`src/rtl/stress_pkg.sv`:
```
package stress_pkg;
  parameter int DEF_N_CH   = 8;
  parameter int DEF_CODE_W = 7;

  function automatic int addr_bits(input int n);
    return (n < 2) ? 1 : $clog2(n);
  endfunction
endpackage

```
`src/rtl/serial_loader.sv`:
```
module serial_loader #(
  parameter int W = 7
) (
  input  logic         clk,
  input  logic         rst,
  input  logic         sdi,
  input  logic         we,
  output logic [W-1:0] val,
  output logic         commit,
  output logic         short_frame
);
  localparam int CNT_W = $clog2(W + 1);
  localparam logic [CNT_W-1:0] FULL = CNT_W'(W);

  logic             we_q;
  logic [W-1:0]     shreg;
  logic [CNT_W-1:0] cnt;
  logic             fall;

  assign fall = we_q & ~we;

  always_ff @(posedge clk) begin
    if (rst) begin
      we_q        <= 1'b0;
      shreg       <= '0;
      cnt         <= '0;
      val         <= '0;
      commit      <= 1'b0;
      short_frame <= 1'b0;
    end else begin
      we_q        <= we;
      commit      <= 1'b0;
      short_frame <= 1'b0;
      if (we) begin
        shreg <= (shreg << 1) | W'(sdi);
        if (cnt != FULL) cnt <= cnt + 1'b1;
      end else if (fall) begin
        cnt <= '0;
        if (cnt == FULL) begin
          val    <= shreg;
          commit <= 1'b1;
        end else begin
          short_frame <= 1'b1;
        end
      end
    end
  end

  // a short frame never alters the committed value
  p_short_hold_r10: assert property (@(posedge clk) disable iff (rst)
    short_frame |-> $stable(val));
  // a frame ends either complete or short, never both
  p_excl_r10: assert property (@(posedge clk) disable iff (rst)
    !(short_frame && commit));
endmodule

```
`src/rtl/channel_bank.sv`:
```
module channel_bank #(
  parameter int N_CH   = 8,
  parameter int CODE_W = 7,
  parameter int ADDR_W = 3
) (
  input  logic                     clk,
  input  logic                     rst,
  input  logic                     master_en,
  input  logic                     wr_stb,
  input  logic [ADDR_W-1:0]        wr_addr,
  input  logic [CODE_W-1:0]        wr_val,
  input  logic [N_CH-1:0]          fail_in,
  output logic [N_CH*CODE_W-1:0]   dac_flat,
  output logic [N_CH-1:0]          fail_vec,
  output logic                     any_fail
);
  logic [N_CH-1:0] fail_nxt;

  for (genvar k = 0; k < N_CH; k++) begin : g_ch
    logic [CODE_W-1:0] code_q;
    logic [CODE_W-1:0] dac_q;
    logic              hit;

    assign hit = wr_stb && (wr_addr == ADDR_W'(k));

    always_comb begin
      if (hit) fail_nxt[k] = fail_in[k];
      else     fail_nxt[k] = fail_vec[k] | fail_in[k];
    end

    always_ff @(posedge clk) begin
      if (rst) begin
        code_q      <= '0;
        dac_q       <= '0;
        fail_vec[k] <= 1'b0;
      end else begin
        if (hit) code_q <= wr_val;
        fail_vec[k] <= fail_nxt[k];
        dac_q <= (master_en && !fail_vec[k]) ? code_q : '0;
      end
    end

    assign dac_flat[k*CODE_W +: CODE_W] = dac_q;

    // an observed fail report is latched on the next edge
    p_fail_set_r7: assert property (@(posedge clk) disable iff (rst)
      fail_in[k] |=> fail_vec[k]);
    // latched fail stays without a write to the channel
    p_fail_sticky_r7: assert property (@(posedge clk) disable iff (rst)
      (fail_vec[k] && !hit) |=> fail_vec[k]);
    // a failed channel drives no current
    p_failed_zero_r8: assert property (@(posedge clk) disable iff (rst)
      fail_vec[k] |=> (dac_q == '0));
  end

  always_ff @(posedge clk) begin
    if (rst) any_fail <= 1'b0;
    else     any_fail <= |fail_nxt;
  end

  // combined flag agrees with the vector
  p_any_match_r9: assert property (@(posedge clk) disable iff (rst)
    any_fail == (|fail_vec));
endmodule

```
`src/rtl/stress_ctrl.sv`:
```
module stress_ctrl
  import stress_pkg::*;
#(
  parameter int N_CH   = DEF_N_CH,
  parameter int CODE_W = DEF_CODE_W
) (
  input  logic                   clk,
  input  logic                   rst,
  input  logic                   addr_sdi,
  input  logic                   addr_we,
  input  logic                   code_sdi,
  input  logic                   code_we,
  input  logic                   master_en,
  input  logic [N_CH-1:0]        fail_in,
  output logic [N_CH*CODE_W-1:0] dac_code,
  output logic [N_CH-1:0]        fail_vec,
  output logic                   any_fail,
  output logic                   frame_err
);
  localparam int ADDR_W = addr_bits(N_CH);

  logic [ADDR_W-1:0] addr_q;
  logic [CODE_W-1:0] code_val;
  logic              a_commit, a_short, c_commit, c_short;

  serial_loader #(.W(ADDR_W)) u_addr (
    .clk(clk), .rst(rst), .sdi(addr_sdi), .we(addr_we),
    .val(addr_q), .commit(a_commit), .short_frame(a_short));

  serial_loader #(.W(CODE_W)) u_code (
    .clk(clk), .rst(rst), .sdi(code_sdi), .we(code_we),
    .val(code_val), .commit(c_commit), .short_frame(c_short));

  channel_bank #(.N_CH(N_CH), .CODE_W(CODE_W), .ADDR_W(ADDR_W)) u_bank (
    .clk(clk), .rst(rst), .master_en(master_en),
    .wr_stb(c_commit), .wr_addr(addr_q), .wr_val(code_val),
    .fail_in(fail_in), .dac_flat(dac_code), .fail_vec(fail_vec),
    .any_fail(any_fail));

  always_ff @(posedge clk) begin
    if (rst)                          frame_err <= 1'b0;
    else if (a_short || c_short)      frame_err <= 1'b1;
    else if (a_commit || c_commit)    frame_err <= 1'b0;
  end

  // master enable low forces every drive output to zero
  p_off_when_disabled_r5: assert property (@(posedge clk) disable iff (rst)
    !master_en |=> (dac_code == '0));
  // a short frame raises the error flag
  p_short_flags_r10: assert property (@(posedge clk) disable iff (rst)
    (a_short || c_short) |=> frame_err);
endmodule

```
`config.mk`:
```
export PLATFORM = sky130hd
export DESIGN_NAME = stress_ctrl
export DESIGN_NICKNAME = d
export VERILOG_FILES = /design/src/rtl/stress_pkg.sv /design/src/rtl/serial_loader.sv /design/src/rtl/channel_bank.sv /design/src/rtl/stress_ctrl.sv
export SDC_FILE = /design/constraint.sdc
export NUM_CORES = 1
export LEC_CHECK = 0
export CAP_MARGIN = 20
export CORE_UTILIZATION = 40
export CTS_BUF_LIST = sky130_fd_sc_hd__clkbuf_2
export DETAILED_ROUTE_END_ITERATION = 12
export PLACE_DENSITY = 0.66
export SYNTH_ARGS = -nofsm -noshare
export SYNTH_HDL_FRONTEND = slang
export SYNTH_SLANG_ARGS = --single-unit
```
`constraint.sdc`:
```
create_clock -name clk -period 4.7 [get_ports clk]
set_clock_uncertainty 0.2 [all_clocks]
set_input_delay 0.47 -clock clk [delete_from_list [all_inputs] [get_ports clk]]
set_output_delay 0.47 -clock clk [all_outputs]
set_load 0.05 [all_outputs]
```
Word level (Yosys, flattened, before mapping)
Index checks and enable logic that the tools add are counted.
{"block": "totals", "register_bits": 153, "output_inout_bits": 66, "word_cells": 142}
{"block": "op_classes", "n_addsub": 2, "eq_ne": 13, "n_mux": 20, "n_bitwise": 24, "reduce_logical": 45}
{"operator": "logical AND 1 bit", "count": 16}
{"operator": "OR reduction 2 bit", "count": 8}
{"operator": "equality test 3 bit, second input constant", "count": 5}
{"operator": "2-to-1 mux 1 bit", "count": 14}
{"operator": "NOT 1 bit", "count": 12}
{"operator": "2-to-1 mux 3 bit", "count": 3}
{"operator": "zero test 1 bit", "count": 8}
{"operator": "OR 1 bit", "count": 8}
{"operator": "OR reduction 8 bit", "count": 1}
{"operator": "OR 7 x 1 -> 7 bit", "count": 1}
{"operator": "equality test 3 x 2 -> 1 bit, second input constant", "count": 2}
{"operator": "2-to-1 mux 2 bit", "count": 3}
{"operator": "AND reduction 3 bit", "count": 2}
{"operator": "nonzero test 2 bit", "count": 3}
{"operator": "OR reduction 3 bit", "count": 2}
{"operator": "inequality test 2 x 1 -> 1 bit, second input constant", "count": 2}
{"operator": "AND reduction 2 bit", "count": 2}
{"operator": "adder 3 x 1 -> 3 bit, second input constant", "count": 1}
{"operator": "equality test 3 x 1 -> 1 bit, second input constant", "count": 1}
{"operator": "zero test 3 bit", "count": 1}
{"operator": "inequality test 3 bit, second input constant", "count": 1}
{"operator": "OR 3 x 1 -> 3 bit", "count": 1}
{"operator": "adder 2 x 1 -> 2 bit, second input constant", "count": 1}
{"operator": "bitwise AND 1 bit", "count": 2}
{"operator": "other kinds (3)", "count": 4}

Logic depth before layout (Yosys ltp)
{"block": "logic_depth", "ltp_word": 4, "ltp_mapped": 6, "mapped_depth_nobuf": 5}

Cells and area by module
Synthesis repeated with hierarchy kept, for this count alone.
{"block": "hier_totals", "cells_unflattened": 530, "hier_area_um2": 5119.9}
{"mod": "channel_bank", "n_inst": 1, "cells_each": 408, "area_per_inst_um2": 3851.2, "seq_area_each_um2": 2422.3}
{"mod": "serial_loader (u_code)", "n_inst": 1, "cells_each": 79, "area_per_inst_um2": 802.0, "seq_area_each_um2": 400.4}
{"mod": "serial_loader (u_addr)", "n_inst": 1, "cells_each": 39, "area_per_inst_um2": 429.2, "seq_area_each_um2": 220.2}
{"mod": "stress_ctrl", "n_inst": 1, "cells_each": 4, "area_per_inst_um2": 37.5, "seq_area_each_um2": 20.0}

Worst setup path after synthesis
OpenSTA, ideal clock, no wires.
{"block": "synth_timing", "kind": "flip-flop to flip-flop", "startpoint": "register u_addr.val[2]", "endpoint": "register u_bank.any_fail", "setup_time_ps": 137, "t_arrival_ps": 1437, "slack_ps": 2926, "stages_incl_launch_ff": 7, "path_buffers": 2, "period_less_slack_ps": 1774, "path_cell_list": "dfxtp_1 buf_6 or4b_1 buf_2 a21oi_2 and4_1 a41oi_1"}
{"block": "synth_between", "elab_chain_cells": 4, "word_cells_on_any_way": 25}
{"element": "start, declared", "line": "serial_loader.sv:8", "rtl": "output logic [W-1:0] val,"}
{"element": "start signal, assigned", "line": "serial_loader.sv:40", "rtl": "val <= shreg;"}
{"element": "equality test 3 x 1 -> 1 bit, or another cell as far along", "line": "channel_bank.sv:24", "rtl": "assign hit = wr_stb && (wr_addr == ADDR_W'(k));"}
{"element": "logical AND 1 bit", "line": "channel_bank.sv:24"}
{"element": "2-to-1 mux 1 bit", "line": "channel_bank.sv:27", "rtl": "if (hit) fail_nxt[k] = fail_in[k];"}
{"element": "OR reduction 8 bit *", "line": "channel_bank.sv:58", "rtl": "else any_fail <= |fail_nxt;"}
{"element": "end signal, assigned", "line": "channel_bank.sv:58"}
{"element": "end, declared", "line": "channel_bank.sv:15", "rtl": "output logic any_fail"}
Every way passes the cells marked *; elsewhere a longest branch is shown, timed or not.
A chain may end at the register's enable or synchronous reset.

Worst setup path in the final report
{"block": "layout_timing", "startpoint": "register u_bank.fail_vec[0]", "endpoint": "output fail_vec[0]"}
{"element": "start, declared", "line": "channel_bank.sv:14", "rtl": "output logic [N_CH-1:0] fail_vec,"}
{"element": "start signal, assigned by index", "line": "channel_bank.sv:38", "rtl": "fail_vec[k] <= fail_nxt[k];"}
{"element": "end, declared", "line": "stress_ctrl.sv:16", "rtl": "output logic [N_CH-1:0] fail_vec,"}
No word-level cell between the ends.

==> metrics.md <==
| Metric | Value |
|---|---|
| CTS tree | `done` |
| Pin count of the biggest net entering global routing | `98` |
| Core box area | `12200 sq um` |
| Worst min path class | `in -> reg` |
| Initial Util | `0.414` |
| Syn nets | `550` |
| Initial antenna violation count | `0` |
| Drt first-iter violations | `237` |
| # Max-Cap Violations | `0` |
| Number of global-route vias before repair | `3278` |
| CP max stage delay | `830 ps` |
| Slew @ Worst Pin | `965 ps` |
| Setup crit end kind | `output pin` |
| Fraction of synthesized area in multiplexers | `0.0465` |
| Drt drc | `0` |
| Seq/Total Area, Yosys | `0.608` |
| First-pass GRT wire length | `15900 microns` |
| Max Slew Vio Count | `0` |
| Grt total ovfl | `0` |
| Die Area | `13000 sq um` |
| Antenna diode count | `0` |
| Via count of the routed design | `3651` |
| CTS-repair resized insts | `0` |
| Overall global routing resource usage | `0.162` |
| Fmax | `386 MHz` |
| Worst path arrival time | `1920 ps` |
| Switch Pwr | `484 uW` |
| GPL Wtd Cong | `0.751` |
| Worst vdd rail ir drop | `0.154 mV` |
| Site Rows | `40` |
| Mapped Cells | `532` |
| Total routed wirelength | `10100 microns` |
| Compound-Gate Fraction of Synth Area | `0.0731` |
| Clk Latency, worst-skew pair | `670 ps` |
| R2R Path End | `u_bank.any_fail$_SDFF_PP0_` |
| RSZ-0062 raised after global routing | `no` |
| P per Cell Area | `345 nW/um^2` |
| Post-Synth XOR/XNOR Area | `0.00348` |
| Worst path cell trace | `clkdlybuf4s50_1` |
| Internal Power | `1.63 mW` |
| Yosys cell types | `32` |
| Yosys Warn Count | `0` |
| Post-Synth Adder-Cell Area | `0.00746` |
| CTS sink cnt | `153` |
| Register share of total power | `0.624` |
| WL/cell | `13.0 microns` |
| Cts hold-fix bufs | `0` |
| Rel. slew slack | `0.357` |
| Slowest CP cell | `clkdlybuf4s50_1` |
| Final Hold Viols | `0` |
| Largest family of logic cells by synthesized area | `simple AND/OR/NAND/NOR gates` |
| Syn avg cell area | `9.46 sq um` |
| Die Height | `114 microns` |
| Main synth FF type | `dfxtp_1` |
| Post-synth EDFFs | `0` |
| CP top delay family | `buffers and inverters` |
| Power share of the clock group | `0.333` |
| Layout cells sized above 1 | `0.0557` |
| CTS root buf | `clkbuf_2` |
| Share of flip-flops with an asynchronous set or reset | `0` |
| Layout fillers | `1176` |
| Cell area after synthesis | `5030 sq um` |
| H-tree depth | `4` |
| P_leak | `2.28 nW` |
| Antenna viol nets, final | `0` |
| Total Negative Setup Slacks | `0 ps` |
| Hold worst-path end | `u_addr.shreg[0]$_SDFFE_PP0P_` |
| Combinational Power Share | `0.043` |
| CTS clk-pin slew, worst paths | `190 ps` |
| Simple-Gate Fraction of Synth Area | `0.234` |
| Ports | `81` |
| Largest buffer count on any clock path | `2` |
| Via density | `4.69` |
| Post-layout util | `0.505` |
| Req. time, crit path | `4030 ps` |
| Path depth of the worst reg2reg path | `4` |
| Post-route minimum period | `2590 ps` |
| Area Growth Syn to Fin | `21.9%` |
| Worst Setup Path Type | `reg -> out` |
| CTS Buf Count | `17` |
| Post-CTS Setup Inserts | `0` |
| Fin crit share | `0.552` |
| Outcome | `finished clean` |
| Startpoint types | `flip-flop` |
| Buffers added on ports | `80` |
| Sw frac | `0.229` |
| Setup violators final | `0` |
| Reg-to-reg startpoint | `u_addr.val[0]$_SDFFE_PP0P_` |
| Worst Path Max Fanout | `3` |
| Synth Register Bits | `153` |
| Finished Layout Cells | `778` |
| WHS Path Cells | `3` |
| Register-to-register setup slack | `2550 ps` |
| Nets | `618` |
| Hold wc startpoint | `addr_sdi` |
| Die W | `114 microns` |
| Detailed Place HPWL | `6890 microns` |
| WP buf/inv | `1` |
| Placed cell count | `749` |
| Pre-antenna DRT Iters | `4` |
Yosys cell counts, types with 2 or more instances:
| cell | instances | share of area |
|---|---|---|
| a21oi_1 | 67 | 0.067 |
| nand4bb_1 | 2 | 0.0045 |
| dfxtp_1 | 153 | 0.61 |
| nand3b_1 | 2 | 0.0030 |
| buf_2 | 3 | 0.0030 |
| mux2_2 | 3 | 0.0067 |
| nand2b_1 | 4 | 0.0050 |
| nor3_1 | 2 | 0.0020 |
| and2_1 | 56 | 0.070 |
| ha_1 | 3 | 0.0075 |
| nor2b_1 | 4 | 0.0050 |
| nor4b_1 | 2 | 0.0035 |
| nor2_1 | 49 | 0.037 |
| mux2i_1 | 20 | 0.040 |
| xnor2_1 | 2 | 0.0035 |
| nand4b_1 | 2 | 0.0035 |
| nand2_1 | 114 | 0.085 |
| buf_1 | 3 | 0.0022 |
| nor3b_1 | 5 | 0.0075 |
| clkbuf_1 | 24 | 0.018 |
cell usage in the layout, fill, tap and decap left out, types with 3 or more instances in the layout:
master / n
and2_1: 56
clkbuf_2: 19
nand2_1: 114
nor2b_1: 4
mux2i_1: 20
a21oi_1: 67
bufinv_16: 3
mux2_2: 3
ha_1: 3
clkinv_2: 3
dfxtp_1: 153
nor2_1: 49
nand2b_1: 4
nor3b_1: 5
clkdlybuf4s50_1: 79
how the worst max path moves through the flow:
stage | endpoint | from | slack (ps) | cells after the start
floorplan | u_bank.any_fail$_SDFF_PP0_ | u_addr.val[2]$_SDFFE_PP0P_ | 2930 | 6
global placement | u_code.val[1]$_SDFFE_PP0P_ | code_we | 2290 | 4
detailed placement | u_code.val[4]$_SDFFE_PP0P_ | code_we | 2220 | 4
CTS | fail_vec[0] | u_bank.fail_vec[0]$_SDFF_PP0_ | 2040 | 1
global route | fail_vec[0] | u_bank.fail_vec[0]$_SDFF_PP0_ | 1970 | 1
finish | fail_vec[0] | u_bank.fail_vec[0]$_SDFF_PP0_ | 2110 | 1
power by group through the flow:
stage | sequential (mW) | combinational [mW] | clock, mW
after CTS | 1.32 | 0.0920 | 0.729
after global placement | 1.35 | 0.0896 | 0
after detailed placement | 1.35 | 0.0917 | 0
after floorplan | 1.36 | 0.0395 | 0
final | 1.32 | 0.0911 | 0.706
after global routing | 1.32 | 0.0983 | 0.783
through the flow:
| stage | hold slack (ps) | power (mW) | setup slack [ps] | cell area (sq um) |
|---|---|---|---|---|
| after floorplan | 217 | 1.40 | 2930 | 5030 |
| after global placement | 234 | 1.44 | 2290 | 5910 |
| after detailed placement | 240 | 1.44 | 2220 | 5910 |
| after CTS | 110 | 2.14 | 2040 | 6140 |
| after global routing | 139 | 2.21 | 1970 | 6140 |
| final | 190 | 2.12 | 2110 | 6140 |
layer usage:
metal	track usage	wire length (microns)
met5	0	0
met4	0.0675	121
met3	0.0445	526
met2	0.261	4880
met1	0.205	4570
sequential cells by signal, summed over array words and instances, names as in the netlist, 2 cells and up:
signal / cells
u_bank.fail_vec: 8
u_bank.g_ch.dac_q: 56
u_code.val: 7
u_code.shreg: 7
u_code.cnt: 3
u_addr.cnt: 2
u_bank.g_ch.code_q: 56
u_addr.val: 3
u_addr.shreg: 3
cells by family after synthesis:
logic type | after synthesis
simple gates | 248
fa+ha+maj | 3
buf+inv | 32
compound gates | 71
flops | 153
mux | 23
xor+xnor | 2
cell type report:
| type | count | area [sq um] | area share |
|---|---|---|---|
| Sequential cell | 153 | 3060 | 0.499 |
| Multi-Input combinational cell | 347 | 1840 | 0.299 |
| Timing Repair Buffer | 81 | 803 | 0.131 |
| Tap cell | 168 | 210 | 0.0343 |
| Clock inverter | 10 | 129 | 0.0210 |
| Clock buffer | 19 | 95.1 | 0.0155 |
Note: power is estimated with default switching activity, not from simulation.
